--- src/rtl/frame_alloc_pkg.sv ---
package frame_alloc_pkg;

  typedef enum logic [1:0] {
    MODE_PACK = 2'd0,
    MODE_RR   = 2'd1,
    MODE_RAND = 2'd2,
    MODE_ALT  = 2'd3
  } place_mode_e;

  typedef struct packed {
    logic grant;
    logic advTurn;
    logic advLfsr;
  } alloc_strobe_t;

endpackage

--- src/rtl/frame_alloc_ctrl.sv ---
module frame_alloc_ctrl
  import frame_alloc_pkg::*;
#(
  parameter int NUM_DEV = 4,
  localparam int DEV_W = $clog2(NUM_DEV)
) (
  input  logic               clk,
  input  logic               rst,
  input  logic               reqValid,
  input  place_mode_e        mode,
  input  logic [NUM_DEV-1:0] devFull,
  input  logic [DEV_W-1:0]   turnPtr,
  input  logic [DEV_W-1:0]   randPick,
  output logic [DEV_W-1:0]   devSel,
  output alloc_strobe_t      strobe
);

  logic [DEV_W-1:0] startDev;
  logic             found;

  always_comb begin
    unique case (mode)
      MODE_RR:   startDev = turnPtr;
      MODE_RAND: startDev = randPick;
      default:   startDev = '0;
    endcase
  end

  always_comb begin
    devSel = startDev;
    found  = 1'b0;
    for (int i = 0; i < NUM_DEV; i++) begin
      if (!found && !devFull[startDev + DEV_W'(i)]) begin
        devSel = startDev + DEV_W'(i);
        found  = 1'b1;
      end
    end
  end

  always_comb begin
    strobe.grant   = reqValid && found;
    strobe.advTurn = reqValid && found && (mode == MODE_RR);
    strobe.advLfsr = reqValid && found && (mode == MODE_RAND);
  end

  // In packing mode every lower device must already be full.
  p_pack_lowest_r3: assert property (@(posedge clk) disable iff (rst)
    (strobe.grant && (mode == MODE_PACK || mode == MODE_ALT)) |->
      ((devFull & ((NUM_DEV'(1) << devSel) - NUM_DEV'(1))) ==
       ((NUM_DEV'(1) << devSel) - NUM_DEV'(1))));

endmodule

--- src/rtl/frame_alloc_data.sv ---
module frame_alloc_data
  import frame_alloc_pkg::*;
#(
  parameter int NUM_DEV        = 4,
  parameter int FRAMES_PER_DEV = 16,
  parameter int RESV_FRAMES    = 4,
  localparam int DEV_W = $clog2(NUM_DEV),
  localparam int OFF_W = $clog2(FRAMES_PER_DEV),
  localparam int CNT_W = OFF_W + 1,
  localparam int FR_W  = DEV_W + OFF_W
) (
  input  logic               clk,
  input  logic               rst,
  input  logic               reqValid,
  input  logic [DEV_W-1:0]   devSel,
  input  alloc_strobe_t      strobe,
  output logic [NUM_DEV-1:0] devFull,
  output logic [DEV_W-1:0]   turnPtr,
  output logic [DEV_W-1:0]   randPick,
  output logic               allocValid,
  output logic [FR_W-1:0]    allocFrame,
  output logic [DEV_W-1:0]   allocDev,
  output logic [NUM_DEV-1:0] devInUse,
  output logic               outOfMem,
  output logic               reqReady
);

  logic [CNT_W-1:0] fillCnt [NUM_DEV];
  logic [7:0]       lfsr;

  for (genvar k = 0; k < NUM_DEV; k++) begin : g_dev
    localparam int CAP = (k == 0) ? FRAMES_PER_DEV - RESV_FRAMES : FRAMES_PER_DEV;
    assign devFull[k] = (fillCnt[k] == CNT_W'(CAP));

    always_ff @(posedge clk) begin
      if (rst) begin
        fillCnt[k]  <= '0;
        devInUse[k] <= 1'b0;
      end else if (strobe.grant && devSel == DEV_W'(k)) begin
        fillCnt[k]  <= fillCnt[k] + CNT_W'(1);
        devInUse[k] <= 1'b1;
      end
    end

    p_inuse_sticky_r8: assert property (@(posedge clk) disable iff (rst)
      devInUse[k] |=> devInUse[k]);
  end

  assign outOfMem = &devFull;
  assign reqReady = !outOfMem;
  assign randPick = lfsr[DEV_W-1:0];

  always_ff @(posedge clk) begin
    if (rst) begin
      turnPtr    <= '0;
      lfsr       <= 8'h01;
      allocValid <= 1'b0;
      allocFrame <= '0;
      allocDev   <= '0;
    end else begin
      allocValid <= strobe.grant;
      if (strobe.grant) begin
        allocDev   <= devSel;
        allocFrame <= {devSel, fillCnt[devSel][OFF_W-1:0]};
      end
      if (strobe.advTurn) turnPtr <= devSel + DEV_W'(1);
      if (strobe.advLfsr) lfsr <= {lfsr[6:0], lfsr[7] ^ lfsr[5] ^ lfsr[4] ^ lfsr[3]};
    end
  end

  p_resv_skip_r5: assert property (@(posedge clk) disable iff (rst)
    (allocValid && allocDev == '0) |->
      (allocFrame[OFF_W-1:0] < OFF_W'(FRAMES_PER_DEV - RESV_FRAMES)));

  p_exhaust_block_r9: assert property (@(posedge clk) disable iff (rst)
    outOfMem |=> !allocValid);

  p_valid_follows_req_r2: assert property (@(posedge clk) disable iff (rst)
    allocValid |-> $past(reqValid && reqReady));

endmodule

--- src/rtl/frame_alloc.sv ---
module frame_alloc
  import frame_alloc_pkg::*;
#(
  parameter int NUM_DEV        = 4,
  parameter int FRAMES_PER_DEV = 16,
  parameter int RESV_FRAMES    = 4,
  localparam int DEV_W = $clog2(NUM_DEV),
  localparam int FR_W  = $clog2(NUM_DEV * FRAMES_PER_DEV)
) (
  input  logic               clk,
  input  logic               rst,
  input  logic               reqValid,
  input  logic [1:0]         mode,
  output logic               reqReady,
  output logic               allocValid,
  output logic [FR_W-1:0]    allocFrame,
  output logic [DEV_W-1:0]   allocDev,
  output logic [NUM_DEV-1:0] devInUse,
  output logic               outOfMem
);

  logic [NUM_DEV-1:0] devFull;
  logic [DEV_W-1:0]   turnPtr;
  logic [DEV_W-1:0]   randPick;
  logic [DEV_W-1:0]   devSel;
  alloc_strobe_t      strobe;

  frame_alloc_ctrl #(.NUM_DEV(NUM_DEV)) i_ctrl (
    .clk      (clk),
    .rst      (rst),
    .reqValid (reqValid),
    .mode     (place_mode_e'(mode)),
    .devFull  (devFull),
    .turnPtr  (turnPtr),
    .randPick (randPick),
    .devSel   (devSel),
    .strobe   (strobe)
  );

  frame_alloc_data #(
    .NUM_DEV        (NUM_DEV),
    .FRAMES_PER_DEV (FRAMES_PER_DEV),
    .RESV_FRAMES    (RESV_FRAMES)
  ) i_data (
    .clk        (clk),
    .rst        (rst),
    .reqValid   (reqValid),
    .devSel     (devSel),
    .strobe     (strobe),
    .devFull    (devFull),
    .turnPtr    (turnPtr),
    .randPick   (randPick),
    .allocValid (allocValid),
    .allocFrame (allocFrame),
    .allocDev   (allocDev),
    .devInUse   (devInUse),
    .outOfMem   (outOfMem),
    .reqReady   (reqReady)
  );

endmodule

--- config.mk ---
export PLATFORM = sky130hd
export DESIGN_NAME = frame_alloc
export DESIGN_NICKNAME = d
export VERILOG_FILES = /design/src/rtl/frame_alloc_pkg.sv /design/src/rtl/frame_alloc_ctrl.sv /design/src/rtl/frame_alloc_data.sv /design/src/rtl/frame_alloc.sv
export SDC_FILE = /design/constraint.sdc
export NUM_CORES = 1
export LEC_CHECK = 0
export BUFFER_PORTS_ARGS = -buffer_cell sky130_fd_sc_hd__buf_2
export CORE_ASPECT_RATIO = 1.75
export CORE_MARGIN = 4
export CORE_UTILIZATION = 50
export CTS_CLUSTER_SIZE = 24
export DETAILED_ROUTE_END_ITERATION = 8
export PLACE_DENSITY = 0.67
export SYNTH_ARGS = -nofsm -noshare
export SYNTH_HDL_FRONTEND = slang
export SYNTH_SLANG_ARGS = --single-unit
--- constraint.sdc ---
create_clock -name clk -period 3.9 [get_ports clk]
set_input_delay 0.39 -clock clk [delete_from_list [all_inputs] [get_ports clk]]
set_output_delay 0.39 -clock clk [all_outputs]
set_load 0.01 [all_outputs]
==> results, run 1 <==
- The tree built by TritonCTS fans out to about 40 sinks.
- Timing analysis after detailed placement gives a worst setup slack of around 0.54 ns.
- After layout, the minimum clock period comes to 3.07 ns.
- The quantity of I/O buffers inserted on ports is 19.
- For this run, design rule violations remaining after detail routing come to 0.
- Summed over all layers, the global routing overflow is 0.
- 0 antenna diodes ended up in the layout.
- The count of routing violations after the opening detailed-route iteration is ~70.
- The clock network latency to the later pin of the worst-skew pair is roughly 0.29 ns.
- The worst-case IR drop observed on VDD is approximately 320 uV.
- The mapped netlist covers 2400 um2.
- Routability-driven placement finished with a final weighted congestion of between 0.9 and 1.
- Setup violations remaining at the end of the flow were counted as 0.
- The path class of the tightest hold or removal check is flop to flop.
- The endpoint arrival time on the critical path is approximately 3 ns.
- Counting along the longest clock path gives a buffer depth of 2.
- Of all cell types, the one taking the most synthesized area is edfxtp_1.
- The cell at the root of the clock tree is clkbuf_8.
- The count of final hold-check violations came to 0.
- The critical path required time is ~3.8 ns.
- The number of antenna-violating nets in the routed design is 0.
- Once the floorplan was initialized, standard cells occupied between 50% and 60% of the core.
- The flow ran to the end, and the final reports show no timing, DRC or antenna violations.
- The TritonCTS clock tree is yes.
- The initialized floorplan defines 33 standard-cell rows.
- The area of the die is roughly 6000 um2.
- Once layout is done, the placed cells without fillers occupy 2640 um2.
- Including well taps, the total number of placed cells is 323.
- The number of different library cells used by synthesis comes to slightly above 50.
- In the synthesized netlist the dominant register cell turns out to be dfxtp_1.
- The layout net count is between 200 and 300.
- Adding up every negative setup slack in the final design gives 0 ns.
- The number of top-level pins is 20.
- The type of origin of the critical path is an input port.
- The number of antenna violations at the first check in global routing is 0.
- The slew at the pin with the worst max-slew slack is slightly above 0.7 ns.
- After synthesis, the most frequently instantiated cells are nor2_1, dfxtp_1.
- The post-route worst hold slack is roughly 0.46 ns.
- Of the post-synthesis cell area, the dominant cell type holds roughly a quarter.
- For this design the ratio of total power to cell area is about 360 nW/um2.
- The mean post-synth cell area is around 9.3 um2.
- The sort of element at the end of the critical path is a flop.
- Timing would allow up to 326 MHz.
- The setup clock skew after layout is 0.00333 ns.
- The share of post-route cells with drive strength above 1 is approximately 17%.
- In this run the number of H-tree levels came out at 2.
- The horizontal extent of the die is ~60 um.
- From synthesis to final layout, the design area changed by 10.2%.
- The final count of pins violating max slew is 0.
- The via count of the first global-routing pass was 1,812.
- The largest driver fanout on the critical path is 11.
- After floorplanning, the core was sized to cover about 4700 um2.
- Buffers added to address setup during post-CTS repair amount to 0.
- Entering global routing, the biggest net connects 25 pins.
- The normalized max-slew margin is between 50 and 60%.
- The mean number of vias per cell is 5.51.
- Sorting the synthesized cells by area gives the leading types as edfxtp_1, dfxtp_1, nor2_1.
- The net count of the mapped netlist is around 270.
- The design draws approximately 940 uW.
- The leakage power total is 1.04 nW.
- The clock-pin transition on the worst setup and hold timing paths is around 0.080 ns.
- After detailed placement, the total cell area comes to between 2000 and 3000 um2.
- Once the clock tree was built, the resizer swapped 0 gates to a different size.
- The detailed-route wire length is 5080 um.
- The number of warnings reported in the yosys synthesis log is 0.
- The first global-routing pass estimated 8390 um of wire.
- Counting every instance in the synthesized netlist gives between 200 and 300.
- The floorplan step set the die height to around 100 um.
- For this block, the via count after detailed routing is ~1,800.
- Across every metal layer, demand over resource in global routing totals a little under a fifth.
- The final standard cell count with taps included and fillers excluded is 331.
- The HPWL after detailed placement is ~4000 um.
- TritonCTS created 5 clock buffers.
- Dividing the detail-routed wire length by the instance count gives 15.4 um.
- In this run, post-CTS hold repair placed 0 buffers.
- The final period utilization is 78.6%.
- The path type of the worst setup path is input port to flop.
- The cell with the most instances after synthesis is nor2_1.
- The post-layout utilization of the core is a little under three fifths.
- In this run, synthesis produced a sequential element count of slightly above 40.
- In the post-route analysis, the smallest setup slack over all paths is 0.834 ns.
- The first detailed-routing pass ran for 4 iterations.
- Yosys mapped a number of flops with a built-in enable equal to 20.
- For this run, asynchronously set or reset flops after synthesis account for 0%.
- The sequential-to-total area share from yosys stat is about 43%.
- Setup repair after global routing left no endpoint under its margin.
- The tool flagged a number of max-cap violations equal to 0.
==> cell families after synthesis <==
logic type                 synth area share (%)
buffers and inverters                      5.22
muxes                                      4.13
adders and majority gates                  5.22
DFF                                        42.6
and+or+nand+nor                            20.8
AOI/OAI and AO/OA                          16.1
xor gates and xnor gates                   5.85
==> area by class of cell <==
| cell class | count | area [um2] |
|---|---|---|
| Inverter | 20 | 75.1 |
| Multi-Input combinational cell | 187 | 1250 |
| Clock buffer | 7 | 96.3 |
| Timing Repair Buffer | 23 | 125 |
| Sequential cell | 41 | 1020 |
| Tap cell | 52 | 65.1 |
| Clock inverter | 1 | 8.76 |
| Fill cell | 437 | 2020 |
==> registers in the layout, summed over array words and instances, names as in the netlist <==
register           count
i_data.fillCnt        20
i_data.lfsr            8
i_data.allocFrame      6
i_data.devInUse        4
i_data.turnPtr         2
i_data.allocValid      1
==> worst paths after layout <==
| path | start | to | slack (ns) | cells past startpoint |
|---|---|---|---|---|
| setup / recovery | mode[0] | i_data.fillCnt[2][3] | 0.83 | 13 |
| hold / removal | i_data.lfsr[6] | i_data.lfsr[6] | 0.46 | 2 |
| setup reg to reg | i_data.fillCnt[2][0] | i_data.fillCnt[0][4] | 0.84 | 9 |
| hold reg to reg | i_data.lfsr[6] | i_data.lfsr[6] | 0.46 | 2 |
==> where the power goes <==
group / internal [mW] / total, mW / switching [mW]
Combinational: 0.0539 / 0.133 / 0.0795
Sequential: 0.474 / 0.496 / 0.0214
Clock: 0.163 / 0.313 / 0.150
==> placed cells by master, fill, tap and decap left out, types with 3 or more instances in the layout <==
master,netlist,final
buf_2,1,19
o211ai_1,4,4
edfxtp_1,20,20
o21ai_0,9,9
xor2_1,8,8
nand3_1,20,20
mux2_2,3,3
xnor2_1,8,8
nor2_1,39,39
mux2i_1,5,5
nand2_1,20,20
dfxtp_1,21,21
ha_1,10,10
a21oi_1,12,12
buf_4,4,4
clkbuf_8,0,7
inv_1,20,20
nand2b_1,4,4
==> worst max-delay path, stage by stage <==
cell and delay, ns:
buf_2 0.09, inv_1 0.04, ha_1 0.19, buf_4 0.18, a21oi_1 0.15, a22oi_1 0.09, o32ai_2 0.35, mux2_4 0.37
o21ai_4 0.25, a21oi_2 0.12, a21oi_4 0.23, nand2_1 0.14, o21bai_1 0.42
==> metal layers <==
layer | routed length, um | share of wire [%] | up-vias | GRT usage (%)
met3 | 132 | 2.6 | 11 | 2.86
met1 | 2050 | 40 | 841 | 20.2
met4 | 148 | 2.9 | 0 | 8.19
li1 | - | - | 937 | -
met2 | 2750 | 54 | 35 | 33.9
met5 | 0 | 0 | - | 0
(Power assumes the default switching activity.)
==> inputs of run 2 (changes only) <==
==> constraint.sdc (replaced) <==
create_clock -name clk -period 3 [get_ports clk]
set_input_delay 0.3 -clock clk [delete_from_list [all_inputs] [get_ports clk]]
set_output_delay 0.3 -clock clk [all_outputs]
set_load 0.01 [all_outputs]
==> run 2 against run 1 <==
  * Global-route usage is 1.2 points higher
  * Via count is 7.5% higher
  * Worst hold slack worse by 0.070 ns
  * Cell count is 6.3% higher
  * Combinational power is 50% higher
  * Non-clock buffer count is 21 higher
  * Clock power is 31% higher
  * Critical path depth is 2 lower
  * Clock-buffer cell count stayed put
  * First-iteration DRC count is 56% higher
  * Routed wire length is 5.5% higher
  * Clock skew is 0.0032 ns higher
  * Largest cell class unchanged
  * Highest routed layer unchanged
==> results, run 2 (synthesis results as in run 1) <==
- The number of top-level pins was 20 (unchanged).
- The terminus of the critical flop-to-flop path is i_data.allocFrame[2].
- The net switching power figure is 338 uW (+35%).
- The final routed wire length divided by cell count is 15.2 um (-0.77%).
- The flow ran to the end, and the final reports show no timing, DRC or antenna violations.
- The number of buffers added by the clock tree synthesis step is 5 (unchanged).
- The areal power density over the cells is 446 nW/um2 (+25%).
- The critical path required time came to 3.20 ns (-0.64 ns).
- The number of optimization iterations in the first detailed-route pass is 4 (unchanged).
- The count of unresolved DRC violations after routing came to 0 (unchanged).
- The antenna diode count was 0 (unchanged).
- The setup clock skew after layout was 0.00651 ns (+0.00317 ns).
- In the layout the commonest cells are nor2_1, buf_4, dfxtp_1.
- The HPWL after detailed placement is 4230 um (+7.0%).
- The critical path is of the flop to flop type.
- The internal reg-to-reg setup slack is 0.13 ns (-0.71 ns).
- The tightest min-delay check is of the input port to flop type.
- The reg-to-reg critical path startpoint is i_data.fillCnt[0][1].
- The number of buffer and inverter stages on the critical path came to 2 (-1).
- The number of antenna-violating nets in the routed design is 0 (unchanged).
- The endpoint arrival time on the critical path came to 3.06 ns (+0.05 ns).
- The leakage power total is 1.14 nW (+10%).
- The placement row count was 33 (unchanged).
- The share of post-route cells with drive strength above 1 came to 23.7% (+6.8 points).
- The layout net count came to 314 (+7.2%).
- In the final layout, the registers with the most flip-flops are i_data.fillCnt (20), i_data.lfsr (8), i_data.allocFrame (6).
- Walking the worst path, the cells encountered are inv_1 > ha_1 > nand4b_1 > mux2_2 > nor3_1 > o22a_1 > nor3_4 > buf_4 > nor2_2 > nand3_1 > a32o_1.
- The number of clock sinks is 41 (unchanged).
- The power share of the combinational group is 16.0% (+1.8 points).
- The cell with the biggest individual delay on the critical path is edfxtp_1.
- The worst hold path cell count is 4 (+2).
- The post-layout utilization of the core came to 60.3% (+3.7 points).
- The all-layer global routing usage is 19.8% (+1.2 points).
- Setup repair after global routing could not meet its margin everywhere.
- The proportion of power drawn by flip-flops and latches is 51.2% (-1.4 points).
- The fraction of met1 tracks used by global routing is 20.4% (+0.26 points).
- The vias after detailed routing was 1,960 (+7.5%).
- For hold timing, the worst endpoint is i_data.allocFrame[5].
- The placeable core area came to 4670 um2 (unchanged).
- The number of cell instances on the worst register-to-register path is 11 (+2).
- The final count of pins violating max slew came to 0 (unchanged).
- The post-placement cell area is 2680 um2 (+5.6%).
- The area of the die was 6010 um2 (unchanged).
- The delay of the slowest cell on the worst path is 0.46 ns (+0.04 ns).
- The TritonCTS clock tree is yes.
- Timing would allow up to ~350 MHz.
- The total congestion overflow after global routing was 0 (unchanged).
- The worst setup path is captured at a flop.
- The final weighted congestion of routability-driven global placement is 0.912 (-1.7%).
- The starting utilization of the core area is 51.4% (unchanged).
- The layer flagged by global routing as most heavily used is met2.
- CTS placed an instance of clkbuf_8 at the clock tree root.
- The cell family with the largest share of critical-path delay is simple AND/OR/NAND/NOR gates.
- The slew at the pin with the worst max-slew slack was 0.724 ns (+0.0139 ns).
- The area growth from synthesis to layout is 17.4%.
- The count of hold-fix buffers inserted at cts is 0 (unchanged).
- The met2 track demand over resource in global routing was 35.0% (+1.1 points).
- The horizontal extent of the die was 60.3 um (unchanged).
- The die boundary height is 99.6 um (unchanged).
- The maximum number of buffers from clock root to sink came to 2 (unchanged).
- The number of antenna violations at the first check in global routing is 0 (unchanged).
- Ranked by flip-flop count, first place goes to i_data.fillCnt.
- The switching share of total power came to 26.9% (+0.34 points).
- The clock power share is 32.8% (-0.4 points).
- The pin count of the biggest net entering global routing is 25 (unchanged).
- The shortest period the worst path allows is between 2 and 3 ns.
- The via count of the first global-routing pass is 1,990 (+9.8%).
- The library cell used most frequently in the layout, excluding fill and tap cells, is nor2_1.
- The number of endpoints failing setup at the final stage is 0 (unchanged).
- The number of levels in the clock H-tree is 2 (unchanged).
- The number of flip-flops under the largest register name is 20 (unchanged).
- The detailed-route wire length is 5360 um (+5.5%).
- The final period utilization is 95.6%.
- The met3 capacity usage during global routing is 3.12% (+0.26 points).
- The power consumption is 1.25 mW (+33%).
- The startpoint identified for the worst hold timing path is reqValid.
- The area of all placed cells without fillers was 2810 um2 (+6.5%).
- The quantity of I/O buffers inserted on ports came to 19 (unchanged).
- The design internal power was 916 uW (+32%).
- The mean number of vias per cell was 5.57 (+1.0%).
- The count of routing violations after the opening detailed-route iteration is 112 (+56%).
- The largest vdd supply drop is 375 uV (+18%).
- The largest driver fanout on the critical path is 8 (-3).
- The count of final hold-check violations was 0 (unchanged).
- The clock-pin transition on the worst setup and hold timing paths came to 0.08 ns (about the same).
- The clock network latency to the later pin of the worst-skew pair came to 0.30 ns (about the same).
- The type of origin of the critical path is a flop.
- The normalized max-slew margin was 51.5% (-1.1 points).
- The wire length of the first global-routing pass came to 8960 um (+6.8%).
- The number of maximum-capacitance violations is 0 (unchanged).
[run 2: cell types whose count changed in the layout (fill, tap and decap cells not counted)]
cell,change
buf_4,+21
nand3_1,-1
nand3_2,+1
nor4bb_1,-1
nor4bb_2,+1
o21bai_1,-1
o21bai_2,+1
[run 2: through the flow]
step | hold WS, ns | setup TNS [ns] | worst slack [ns] | cells
after global routing | 0.440 | -0.245 | -0.0304 | 352
after floorplan | 0.437 | 0 | 0.129 | 257
after detailed placement | 0.452 | -0.487 | -0.0912 | 342
final | 0.388 | 0 | 0.133 | 352
after global placement | 0.443 | -0.796 | -0.114 | 342
after CTS | 0.387 | 0 | 0.0871 | 350
[run 2: area by class of cell]
class | count | area [um2]
Fill cell | 432 | 1850
Multi-Input combinational cell | 187 | 1260
Clock inverter | 1 | 8.76
Timing Repair Buffer | 44 | 283
Tap cell | 52 | 65.1
Sequential cell | 41 | 1020
Clock buffer | 7 | 96.3
Inverter | 20 | 75.1
[run 2: worst max-delay path by stage]
stage	start	cells after the start	endpoint
6_report	i_data.fillCnt[0][1]	11	i_data.allocFrame[2]
3_3_place_gp	mode[0]	14	i_data.fillCnt[3][4]
3_5_place_dp	mode[0]	13	i_data.fillCnt[3][4]
4_1_cts	i_data.fillCnt[3][0]	12	i_data.fillCnt[3][4]
5_1_grt	i_data.fillCnt[0][1]	11	i_data.fillCnt[1][0]
2_1_floorplan	mode[0]	11	i_data.fillCnt[3][0]
[run 2: timing repair]
item                                    4_1_cts  5_1_grt
cloned                                        0        0
buffers inserted                              0        2
endpoints found under the setup margin        1       19
gates resized for setup                       1        2
[run 2: power by group through the flow]
stage	logic [mW]	registers (mW)	clock network (mW)
3_5_place_dp	0.198	0.655	0
4_1_cts	0.199	0.643	0.420
5_1_grt	0.222	0.646	0.441
2_1_floorplan	0.129	0.654	0
3_3_place_gp	0.195	0.654	0
6_report	0.200	0.642	0.411
[run 2: metal layers]
| layer | routed length [um] | share of wire [%] |
|---|---|---|
| met5 | 0 | 0 |
| met4 | 264 | 4.9 |
| met3 | 174 | 3.2 |
| met2 | 2860 | 53 |
| met1 | 2070 | 39 |
[run 2: worst register-to-register path, cell delays in order (launching register included)]
cell and delay [ns]:
edfxtp_1 0.46, inv_1 0.09, ha_1 0.14, nand4b_1 0.25
mux2_2 0.37, nor3_1 0.27, o22a_1 0.22, nor3_4 0.05
buf_4 0.14, nor2_2 0.29, nand3_1 0.20, a32o_1 0.28
==> inputs of run 3 (changes only) <==
--- a/config.mk
+++ b/config.mk
@@ -6,9 +6,10 @@
 export NUM_CORES = 1
 export LEC_CHECK = 0
 export BUFFER_PORTS_ARGS = -buffer_cell sky130_fd_sc_hd__buf_2
-export CORE_ASPECT_RATIO = 1.75
+export CORE_ASPECT_RATIO = 0.75
 export CORE_MARGIN = 4
 export CORE_UTILIZATION = 50
+export CTS_CLUSTER_DIAMETER = 100
 export CTS_CLUSTER_SIZE = 24
 export DETAILED_ROUTE_END_ITERATION = 8
 export PLACE_DENSITY = 0.67
==> constraint.sdc (replaced) <==
create_clock -name clk -period 2.85 [get_ports clk]
set_input_delay 0.285 -clock clk [delete_from_list [all_inputs] [get_ports clk]]
set_output_delay 0.285 -clock clk [all_outputs]
set_load 0.01 [all_outputs]
==> run 3 against run 2 <==
  * Sequential share of layout area fell by 1.9 points
  * Routed wire length rose by 1.9%
  * Via count rose by 1.2%
  * Critical path type unchanged
  * Largest cell class unchanged
  * Highest routed layer unchanged
==> results, run 3 (synthesis results as in run 1) <==
- The largest vdd supply drop is 328 uV (-13%).
- The horizontal extent of the die is 87.9 um (+46%).
- The net switching power figure was 350 uW (+3.7%).
- The count of hold-fix buffers inserted at cts came to 0 (unchanged).
- Compared with the post-synthesis result, the final layout area differs by 23.9%.
- The antenna diode count is 0 (unchanged).
- The final setup TNS is 0 ns (unchanged).
- The TritonCTS clock tree is yes.
- The design internal power came to 1.02 mW (+11%).
- The maximum number of buffers from clock root to sink is 2 (unchanged).
- The largest registers in the layout are i_data.fillCnt (20), i_data.lfsr (8), i_data.allocFrame (6).
- The final routed wire length divided by cell count is 14.6 um (-4.1%).
- The terminus of the critical flop-to-flop path is i_data.fillCnt[2][1].
- The sort of element at the end of the critical path is a flop.
- The via count of the first global-routing pass is 1,810 (-9.0%).
- In the layout the commonest cells are buf_4, nor2_1, dfxtp_1, inv_1, edfxtp_1.
- The number of cell instances on the worst register-to-register path is 12 (+1).
- The number of antenna violations at the first check in global routing is 0 (unchanged).
- The starting utilization of the core area is 52.7% (+1.4 points).
- The timing endpoint of the critical path is i_data.fillCnt[2][1].
- Setup repair after global routing could not meet its margin everywhere.
- The placeable core area is 4550 um2 (-2.6%).
- The switching share of total power is 25.6% (-1.3 points).
- The count of final hold-check violations was 0 (unchanged).
- The highest achievable clock rate is 367 MHz (+5.2%).
- STA classifies the critical path startpoint as a flop.
- The wire length of the first global-routing pass is 8750 um (-2.4%).
- The number of endpoints failing setup at the final stage is 0 (unchanged).
- The layout net count is 331 (+5.4%).
- The shortest period the worst path allows is 2.72 ns (-0.142 ns).
- The final count of pins violating max slew is 0 (unchanged).
- The normalized max-slew margin is 52.2% (+0.71 points).
- The share of post-route cells with drive strength above 1 is 28.4% (+4.7 points).
- The final period utilization is 95.6% (about the same).
- The detailed-route wire length came to 5460 um (+1.9%).
- The number of buffers added by the clock tree synthesis step was 5 (unchanged).
- The largest driver fanout on the critical path was 5 (-3).
- The flow ran to the end, and the final reports show no timing, DRC or antenna violations.
- The clock power share was 33.5% (+0.7 points).
- The die boundary height came to 68.0 um (-32%).
- The slew at the pin with the worst max-slew slack was 0.714 ns (-0.0107 ns).
- The path class of the tightest hold or removal check is input port to flop.
- The worst register-to-register path begins at i_data.fillCnt[3][0].
- The all-layer global routing usage is 19.3% (-0.49 points).
- The HPWL after detailed placement was 4080 um (-3.6%).
- The vias after detailed routing was 1,984 (+1.2%).
- The area of the die is 5980 um2 (-0.54%).
- The leakage power total is 1.23 nW (+7.9%).
- The total congestion overflow after global routing is 0 (unchanged).
- The power share of the combinational group came to 17.3% (+1.3 points).
- The startpoint of the worst setup timing path is i_data.fillCnt[3][0].
- The internal reg-to-reg setup slack was 0.13 ns (about the same).
- The mean number of vias per cell was 5.30 (-4.7%).
- The number of levels in the clock H-tree came to 2 (unchanged).
- The number of maximum-capacitance violations came to 0 (unchanged).
- The count of unresolved DRC violations after routing was 0 (unchanged).
- The number of antenna-violating nets in the routed design is 0 (unchanged).
- The proportion of power drawn by flip-flops and latches is 49.2% (-2.0 points).
- The number of top-level pins came to 20 (unchanged).
- The number of clock sinks was 41 (unchanged).
- The critical path required time is 2.86 ns (-0.34 ns).
- The instance count after placement with tap cells included was 363 (+6.1%).
- The number of fillers in the final layout is 376 (-13%).
- The pin count of the biggest net entering global routing is 25 (unchanged).
- The combined area of the multi-input logic cells was 1280 um2 (+1.4%).
- The number of flip-flops under the largest register name is 20 (unchanged).
- The setup path with the least slack is of type flop to flop.
- The clock network latency to the later pin of the worst-skew pair is 0.30 ns (about the same).
- The setup clock skew after layout is 0.00948 ns (+0.00297 ns).
- The quantity of I/O buffers inserted on ports is 19 (unchanged).
- The count of routing violations after the opening detailed-route iteration came to 106 (-5.4%).
- The placement row count is 21 (-36%).
- The endpoint arrival time on the critical path is 2.74 ns (-0.32 ns).
- The cell sitting at the root of the clock tree is a clkbuf_8.
- The areal power density over the cells is 461 nW/um2 (+3.4%).
- The footprint of the flip-flops and latches is 1020 um2 (unchanged).
- The final weighted congestion of routability-driven global placement was 0.854 (-6.3%).
- The commonest non-fill, non-tap cell in the layout is buf_4.
- The final standard cell count with taps included and fillers excluded is 374 (+6.3%).
- The number of optimization iterations in the first detailed-route pass is 4 (unchanged).
- Counting flops per register, the top entry is i_data.fillCnt.
- The clock-pin transition on the worst setup and hold timing paths was 0.07 ns (about the same).
## run 3: cell type report
class | instances | share of cell area [%]
timing repair buffer | 61 | 13.8
multi-input combinational | 187 | 43.2
inverter | 20 | 2.53
clock inverter | 2 | 1.18
tap | 57 | 2.40
sequential | 41 | 34.4
clock buffer | 6 | 2.45
## run 3: layer usage
| metal | part of all wire, % | track usage (%) | vias to the layer above |
|---|---|---|---|
| li1 | - | - | 1020 |
| met3 | 4.1 | 3.73 | 8 |
| met4 | 1.2 | 5.56 | 0 |
| met5 | 0 | 0 | - |
| met2 | 43 | 28.9 | 32 |
| met1 | 52 | 28.3 | 924 |
## run 3: power groups by stage
| stage | registers [mW] | clock network (mW) | logic [mW] |
|---|---|---|---|
| 6_report | 0.673 | 0.459 | 0.236 |
| 5_1_grt | 0.677 | 0.490 | 0.260 |
| 4_1_cts | 0.673 | 0.469 | 0.228 |
| 3_5_place_dp | 0.687 | 0 | 0.226 |
| 3_3_place_gp | 0.686 | 0 | 0.224 |
| 2_1_floorplan | 0.688 | 0 | 0.136 |
## run 3: what timing repair did
action,in CTS,in global routing
buffers inserted,0,3
gates resized for setup,0,6
endpoints found under the hold margin,0,0
endpoints found under the setup margin,0,40
## run 3: worst min-delay path by stage
stage / start / to / slack [ns] / cells after the start
after floorplan: i_data.lfsr[2] / i_data.lfsr[2] / 0.44 / 2
after global placement: i_data.lfsr[2] / i_data.lfsr[2] / 0.45 / 2
after detailed placement: i_data.lfsr[2] / i_data.lfsr[2] / 0.45 / 2
after CTS: reqValid / i_data.allocFrame[5] / 0.40 / 4
after global routing: rst / i_data.allocFrame[4] / 0.43 / 2
final: reqValid / i_data.allocFrame[5] / 0.42 / 4
## run 3: worst max-delay path, stage by stage (launching register included)
cell	delay, ns
edfxtp_1	0.35
inv_1	0.07
ha_1	0.22
nand4bb_1	0.21
nor2_1	0.08
o311a_1	0.31
a31o_2	0.24
o21ai_4	0.20
a21oi_2	0.11
a21oi_4	0.16
nand2_2	0.10
o21bai_1	0.21
buf_4	0.18
## run 3: stage by stage
step | hold slack, ns | instance area [um2] | utilization [%] | setup WS, ns | power (mW)
floorplan | 0.437 | 2400 | - | 0.0158 | 0.824
global placement | 0.449 | 2810 | 61.8 | -0.122 | 0.910
detailed placement | 0.454 | 2810 | 61.8 | -0.159 | 0.913
CTS | 0.400 | 2920 | 64.2 | 0.0773 | 1.37
global route | 0.429 | 2970 | 65.3 | -0.0378 | 1.43
finish | 0.416 | 2970 | 65.3 | 0.125 | 1.37
